--- config.mk ---
export PLATFORM = sky130hd
export DESIGN_NAME = flash_cmd_decoder
export DESIGN_NICKNAME = d
export VERILOG_FILES = /design/src/rtl/flash_cmd_pkg.sv /design/src/rtl/flash_cmd_match.sv /design/src/rtl/flash_erase_timer.sv /design/src/rtl/flash_seq_fsm.sv /design/src/rtl/flash_cmd_decoder.sv
export SDC_FILE = /design/constraint.sdc
export NUM_CORES = 1
export LEC_CHECK = 0
export ABC_AREA = 1
export BUFFER_PORTS_ARGS = -buffer_cell sky130_fd_sc_hd__buf_4
export CAP_MARGIN = 15
export CORE_MARGIN = 2
export CORE_UTILIZATION = 46
export CTS_BUF_LIST = sky130_fd_sc_hd__clkbuf_16
export DETAILED_ROUTE_END_ITERATION = 12
export PLACE_DENSITY = 0.78
export SETUP_SLACK_MARGIN = 0.1
export SYNTH_ARGS = -nofsm -noshare
export SYNTH_HDL_FRONTEND = slang
export SYNTH_SLANG_ARGS = --single-unit
--- constraint.sdc ---
create_clock -name clk_i -period 1.6 [get_ports clk_i]
set_input_delay 0.32 -clock clk_i [delete_from_list [all_inputs] [get_ports clk_i]]
set_output_delay 0.32 -clock clk_i [all_outputs]
set_load 0.02 [all_outputs]
--- src/rtl/flash_cmd_pkg.sv ---
package flash_cmd_pkg;

  typedef enum logic [2:0] {
    OP_RESET   = 3'd0,
    OP_AUTOSEL = 3'd1,
    OP_PROGRAM = 3'd2,
    OP_CHIP    = 3'd3,
    OP_SECTOR  = 3'd4,
    OP_SUSPEND = 3'd5
  } cmd_op_e;

  typedef enum logic [3:0] {
    S_IDLE, S_UL1, S_UL2, S_PROG, S_ESET, S_EUL1, S_EUL2, S_WIN,
    S_FIDLE, S_FPROG, S_FEXIT
  } seq_state_e;

  typedef struct packed {
    logic a555;
    logic a2aa;
    logic d_aa;
    logic d_55;
    logic d_a0;
    logic d_80;
    logic d_90;
    logic d_20;
    logic d_10;
    logic d_30;
    logic d_f0;
    logic d_b0;
  } match_t;

endpackage

--- src/rtl/flash_cmd_match.sv ---
module flash_cmd_match
  import flash_cmd_pkg::*;
#(
  parameter int KEY_W = 11
) (
  input  logic [KEY_W-1:0] key_addr_i,
  input  logic [7:0]       code_i,
  output match_t           m_o
);
  localparam logic [KEY_W-1:0] KeyA = KEY_W'(16'h0555);
  localparam logic [KEY_W-1:0] KeyB = KEY_W'(16'h02AA);

  always_comb begin
    m_o.a555 = (key_addr_i == KeyA);
    m_o.a2aa = (key_addr_i == KeyB);
    m_o.d_aa = (code_i == 8'hAA);
    m_o.d_55 = (code_i == 8'h55);
    m_o.d_a0 = (code_i == 8'hA0);
    m_o.d_80 = (code_i == 8'h80);
    m_o.d_90 = (code_i == 8'h90);
    m_o.d_20 = (code_i == 8'h20);
    m_o.d_10 = (code_i == 8'h10);
    m_o.d_30 = (code_i == 8'h30);
    m_o.d_f0 = (code_i == 8'hF0);
    m_o.d_b0 = (code_i == 8'hB0);
  end
endmodule

--- src/rtl/flash_erase_timer.sv ---
module flash_erase_timer #(
  parameter int ERASE_WIN = 16
) (
  input  logic clk_i,
  input  logic rst_ni,
  input  logic load_i,
  input  logic clear_i,
  output logic open_o
);
  localparam int CNT_W = $clog2(ERASE_WIN + 1);

  logic [CNT_W-1:0] cnt_q;

  always_ff @(posedge clk_i or negedge rst_ni) begin
    if (!rst_ni)               cnt_q <= '0;
    else if (load_i)           cnt_q <= CNT_W'(ERASE_WIN);
    else if (clear_i)          cnt_q <= '0;
    else if (cnt_q != '0)      cnt_q <= cnt_q - 1'b1;
  end

  assign open_o = (cnt_q != '0);

  a_r7_reopen_needs_load: assert property (@(posedge clk_i) disable iff (!rst_ni)
    $rose(open_o) |-> $past(load_i));
endmodule

--- src/rtl/flash_seq_fsm.sv ---
module flash_seq_fsm
  import flash_cmd_pkg::*;
#(
  parameter int ADDR_W = 23,
  parameter int DATA_W = 16
) (
  input  logic              clk_i,
  input  logic              rst_ni,
  input  logic              wr_valid_i,
  input  logic [ADDR_W-1:0] wr_addr_i,
  input  logic [DATA_W-1:0] wr_data_i,
  input  logic              busy_i,
  input  match_t            m_i,
  input  logic              win_open_i,
  output logic              win_load_o,
  output logic              win_clear_o,
  output logic              cmd_valid_o,
  output cmd_op_e           cmd_op_o,
  output logic [ADDR_W-1:0] cmd_addr_o,
  output logic [DATA_W-1:0] cmd_data_o,
  output logic              fast_mode_o
);
  seq_state_e st_q, st_d, eff;
  logic       emit;
  cmd_op_e    op;
  logic       fast;

  assign fast = (st_q == S_FIDLE) || (st_q == S_FPROG) || (st_q == S_FEXIT);
  // an expired window behaves as read mode
  assign eff  = (st_q == S_WIN && !win_open_i) ? S_IDLE : st_q;

  always_comb begin
    st_d        = st_q;
    emit        = 1'b0;
    op          = OP_RESET;
    win_load_o  = 1'b0;
    win_clear_o = 1'b0;
    if (!wr_valid_i) begin
      st_d = eff;
    end else if (busy_i) begin
      if (m_i.d_f0) begin
        emit        = 1'b1;
        win_clear_o = 1'b1;
        st_d        = fast ? S_FIDLE : S_IDLE;
      end else if (m_i.d_b0) begin
        emit = 1'b1;
        op   = OP_SUSPEND;
      end
    end else if (!fast && eff != S_PROG && m_i.d_f0) begin
      emit        = 1'b1;
      win_clear_o = 1'b1;
      st_d        = S_IDLE;
    end else begin
      win_clear_o = 1'b1;
      st_d        = S_IDLE;
      unique case (eff)
        S_IDLE: if (m_i.a555 && m_i.d_aa) st_d = S_UL1;
        S_UL1:  if (m_i.a2aa && m_i.d_55) st_d = S_UL2;
        S_UL2: if (m_i.a555) begin
          if (m_i.d_a0)      st_d = S_PROG;
          else if (m_i.d_80) st_d = S_ESET;
          else if (m_i.d_20) st_d = S_FIDLE;
          else if (m_i.d_90) begin emit = 1'b1; op = OP_AUTOSEL; end
        end
        S_PROG: begin emit = 1'b1; op = OP_PROGRAM; end
        S_ESET: if (m_i.a555 && m_i.d_aa) st_d = S_EUL1;
        S_EUL1: if (m_i.a2aa && m_i.d_55) st_d = S_EUL2;
        S_EUL2, S_WIN: begin
          if (eff == S_EUL2 && m_i.a555 && m_i.d_10) begin
            emit = 1'b1;
            op   = OP_CHIP;
          end else if (m_i.d_30) begin
            emit        = 1'b1;
            op          = OP_SECTOR;
            win_load_o  = 1'b1;
            win_clear_o = 1'b0;
            st_d        = S_WIN;
          end
        end
        S_FIDLE: st_d = m_i.d_a0 ? S_FPROG : (m_i.d_90 ? S_FEXIT : S_FIDLE);
        S_FPROG: begin emit = 1'b1; op = OP_PROGRAM; st_d = S_FIDLE; end
        S_FEXIT: st_d = m_i.d_f0 ? S_IDLE : S_FIDLE;
        default: st_d = S_IDLE;
      endcase
    end
  end

  always_ff @(posedge clk_i or negedge rst_ni) begin
    if (!rst_ni) begin
      st_q        <= S_IDLE;
      cmd_valid_o <= 1'b0;
      cmd_op_o    <= OP_RESET;
      cmd_addr_o  <= '0;
      cmd_data_o  <= '0;
    end else begin
      st_q        <= st_d;
      cmd_valid_o <= emit;
      if (emit) begin
        cmd_op_o   <= op;
        cmd_addr_o <= wr_addr_i;
        cmd_data_o <= wr_data_i;
      end
    end
  end

  assign fast_mode_o = fast;

  a_r11_busy_filter: assert property (@(posedge clk_i) disable iff (!rst_ni)
    (wr_valid_i && busy_i) |=> (!cmd_valid_o || cmd_op_o == OP_RESET || cmd_op_o == OP_SUSPEND));
  a_r3_pulse_needs_write: assert property (@(posedge clk_i) disable iff (!rst_ni)
    cmd_valid_o |-> $past(wr_valid_i));
  a_r9_fast_entry_quiet: assert property (@(posedge clk_i) disable iff (!rst_ni)
    $rose(fast_mode_o) |-> !cmd_valid_o);
  a_r10_fast_exit_on_f0: assert property (@(posedge clk_i) disable iff (!rst_ni)
    $fell(fast_mode_o) |-> $past(wr_valid_i && m_i.d_f0));
endmodule

--- src/rtl/flash_cmd_decoder.sv ---
module flash_cmd_decoder
  import flash_cmd_pkg::*;
#(
  parameter int ADDR_W    = 23,
  parameter int DATA_W    = 16,
  parameter int KEY_W     = 11,
  parameter int ERASE_WIN = 16
) (
  input  logic              clk_i,
  input  logic              rst_ni,
  input  logic              wr_valid_i,
  input  logic [ADDR_W-1:0] wr_addr_i,
  input  logic [DATA_W-1:0] wr_data_i,
  input  logic              busy_i,
  output logic              cmd_valid_o,
  output logic [2:0]        cmd_op_o,
  output logic [ADDR_W-1:0] cmd_addr_o,
  output logic [DATA_W-1:0] cmd_data_o,
  output logic              fast_mode_o,
  output logic              erase_window_o
);
  match_t  m;
  logic    win_load, win_clear;
  cmd_op_e op;

  flash_cmd_match #(.KEY_W(KEY_W)) u_match (
    .key_addr_i (wr_addr_i[KEY_W-1:0]),
    .code_i     (wr_data_i[7:0]),
    .m_o        (m)
  );

  flash_erase_timer #(.ERASE_WIN(ERASE_WIN)) u_timer (
    .clk_i   (clk_i),
    .rst_ni  (rst_ni),
    .load_i  (win_load),
    .clear_i (win_clear),
    .open_o  (erase_window_o)
  );

  flash_seq_fsm #(.ADDR_W(ADDR_W), .DATA_W(DATA_W)) u_fsm (
    .clk_i       (clk_i),
    .rst_ni      (rst_ni),
    .wr_valid_i  (wr_valid_i),
    .wr_addr_i   (wr_addr_i),
    .wr_data_i   (wr_data_i),
    .busy_i      (busy_i),
    .m_i         (m),
    .win_open_i  (erase_window_o),
    .win_load_o  (win_load),
    .win_clear_o (win_clear),
    .cmd_valid_o (cmd_valid_o),
    .cmd_op_o    (op),
    .cmd_addr_o  (cmd_addr_o),
    .cmd_data_o  (cmd_data_o),
    .fast_mode_o (fast_mode_o)
  );

  assign cmd_op_o = op;

  a_r6_window_opens_with_sector: assert property (@(posedge clk_i) disable iff (!rst_ni)
    $rose(erase_window_o) |-> (cmd_valid_o && cmd_op_o == OP_SECTOR));
endmodule

==> results_dict.tcl <==
set metrics [dict create \
    outcome "finished with violations" \
    violations "negative setup slack" \
    ys_seq_elements 52 \
    portBuffers 87 \
    rows 28 \
    gp_congestion 0.880 \
    yosysTopAreaCell "dfrtp_1" \
    start_util 0.481 \
    vias_per_cell 5.27 \
    placed_cells 571 \
    cell_internal_pwr_mw 2.94 \
    antenna_left 0 \
    synth_cell_types 24 \
    antenna_found_initial 0 \
    p_clk_frac 0.236 \
    power.leakage_nw 2.34 \
    clock_sinks 52 \
    rsz0062_at_grt "yes" \
    power_frac_comb 0.383 \
    cts_buffers 5 \
    fin_setup_tns_ns -4.19 \
    worst_slew_pin_slew_ns 0.350 \
    mostFrequentLayoutCells "146 x buf_4, 125 x nand2_1, 48 x dfrtp_1, 47 x nand4_1, 24 x inv_1" \
    ys_seq_area_frac 0.454 \
    ys_warn_count 0 \
    die_h_um 82.9 \
    cts_tree "done" \
    n_antenna_cell 0 \
    drc 0 \
    syn_nets 416 \
    synth.cell_area_um2 2870 \
    setup_slack_ns -0.131 \
    grt_first_pass_wirelength_mm 14.4 \
    syn_avg_cell_area_um2 7.72 \
    pwr-share-seq 0.381 \
    fp.dieArea_um2 6880 \
    yosysTopAreaCellShare 0.454 \
    p_sw_frac 0.349 \
    area_delta_synth_final_pct 50.6 \
    via_count 3113 \
    drive_gt1_frac 0.399 \
    hold_violations 0 \
    min_path_type "in2reg" \
    first_pass_iters 5 \
    fill_cells 424 \
    synthTopCellsByArea "dfrtp_1 45%, nand2_1 17%, nand4_1 10%" \
    setup_viol 47 \
    coreArea_um2 5960 \
    clk-insertion-delay-late_ns 0.29 \
    layout_commonest_cell "buf_4" \
    final.setup_skew_ns 0.00555 \
    grt_max_degree 40 \
    grt_pass1_vias 3179 \
    clock_path_buffers 2 \
    worstPathArrival_ns 1.91 \
    fin_nets 560 \
    finalCriticalPeriod_ns 1.73 \
    ios 88 \
    stdcell_count 591 \
    routed_wl_mm 8.66 \
    power_mw 4.52 \
    fin_hold_ws_ns 0.280 \
    grt_overflow 0 \
    die_x_um 82.9 \
    fmax_mhz 578 \
    crit_required_ns 1.78 \
    cp-start-kind "flop" \
    finalCritPeriodShare 1.08 \
    critical_path_class "reg2reg" \
    switchingPower_mw 1.58 \
    slew_violations 0 \
    grt_usage 0.250 \
    final_area_um2 4320 \
    max-vdd-ir-drop_uv 820 \
    critPathMaxFanout 36 \
    wl_per_cell_um 14.7 \
    post-dp-hpwl_mm 6.02 \
    maxCapViolations 0 \
    power.density_nw_per_um2 1050 \
    synthCells 371 \
    slew_headroom 0.766 \
    root_buffer "clkbuf_16" \
    placed_area_um2 4010 \
    cp-end-kind "flop" \
    htree_levels 2 \
    drt_iter0_markers 204 \
    path_clk_slew_ns 0.07 \
]
## synthesized netlist by cell type (all sizes together)
cell,instances
nand3b,3
nand4,47
nand2,132
xnor2,2
nor3,11
buf,12
o21a,1
a21oi,6
inv,29
nor2,35
dfrtp,52
nand3,29
ha,2
o211ai,1
o21ai,4
clkbuf,5
## kinds of logic after synthesis
group | share of synthesized area
buffers and inverters | 0.0786
flip-flops | 0.454
XOR/XNOR | 0.00611
AND/OR/NAND/NOR | 0.430
AO/OA/AOI/OAI | 0.0227
adder cells (fa/ha/maj) | 0.00873
## state kept, by name (all words and copies together), names as in the netlist
signal / flops
u_fsm.cmd_addr_o: 23
u_fsm.cmd_data_o: 16
u_timer.cnt_q: 5
u_fsm.st_q: 4
u_fsm.cmd_op_o: 3
u_fsm.cmd_valid_o: 1
## worst max-delay path, cell delays in order, from the launching register on
cell and delay [ns]:
dfrtp_1 0.40, inv_2 0.10, nor2_4 0.18, buf_4 0.15, nand3_2 0.12, nand3_2 0.11
nand2_2 0.06, nand3_4 0.09, nand3_4 0.08, buf_12 0.19, nand2_1 0.07, nand2_1 0.06
## path summary, 6_finish.rpt
path,start,end,slack [ns],depth (start not counted)
worst max register to register,u_fsm.st_q[2]$_DFFE_PN0P_,u_fsm.cmd_addr_o[20]$_DFFE_PN0P_,-0.13,11
max in group asynchronous,rst_ni,u_timer.cnt_q[2]$_DFFE_PN0P_,0.65,3
worst min-delay path,wr_addr_i[18],u_fsm.cmd_addr_o[18]$_DFFE_PN0P_,0.28,3
worst min register to register,u_fsm.cmd_addr_o[18]$_DFFE_PN0P_,u_fsm.cmd_addr_o[18]$_DFFE_PN0P_,0.47,2
min in group asynchronous,rst_ni,u_timer.cnt_q[0]$_DFFE_PN0P_,0.48,2
worst max-delay path,u_fsm.st_q[2]$_DFFE_PN0P_,u_fsm.cmd_addr_o[20]$_DFFE_PN0P_,-0.13,11
## through the flow
stage          setup WS [ns]  utilization
2_1_floorplan         0.0244            -
3_3_place_gp          -0.177        0.673
3_5_place_dp          -0.258        0.673
4_1_cts              -0.0660        0.712
5_1_grt               -0.219        0.725
6_report              -0.131        0.725
## final cells by class
class                      count  area, um^2  area share
tap                           75        93.8      0.0217
clock buffer                   5         125      0.0290
inverter                      29         109      0.0252
clock inverter                 3        20.0     0.00464
multi-input combinational    273        1440       0.334
sequential                    52        1310       0.303
timing repair buffer         154        1220       0.283
## routing by layer
metal,track usage,share of wire,up-vias
li1,-,-,1519
met1,0.315,0.43,1468
met2,0.431,0.50,105
met3,0.0368,0.049,21
met4,0.0969,0.020,0
met5,0,0,-
## power groups by stage
stage,Combinational [mW],Clock (mW),Sequential (mW)
2_1_floorplan,0.621,0,1.92
3_3_place_gp,1.45,0,1.72
3_5_place_dp,1.50,0,1.72
4_1_cts,1.63,1.08,1.71
5_1_grt,1.88,1.13,1.75
6_report,1.73,1.07,1.72
## repair_timing
| action | in CTS | in global routing |
|---|---|---|
| hold endpoints to repair | 23 | 0 |
| setup buffers | 7 | 4 |
| endpoints found under the setup margin | 50 | 51 |
| pin swaps | 1 | 9 |
| resized for setup | 9 | 15 |
| hold buffers | 1 | 0 |
Note: power is estimated with default switching activity, not from simulation.
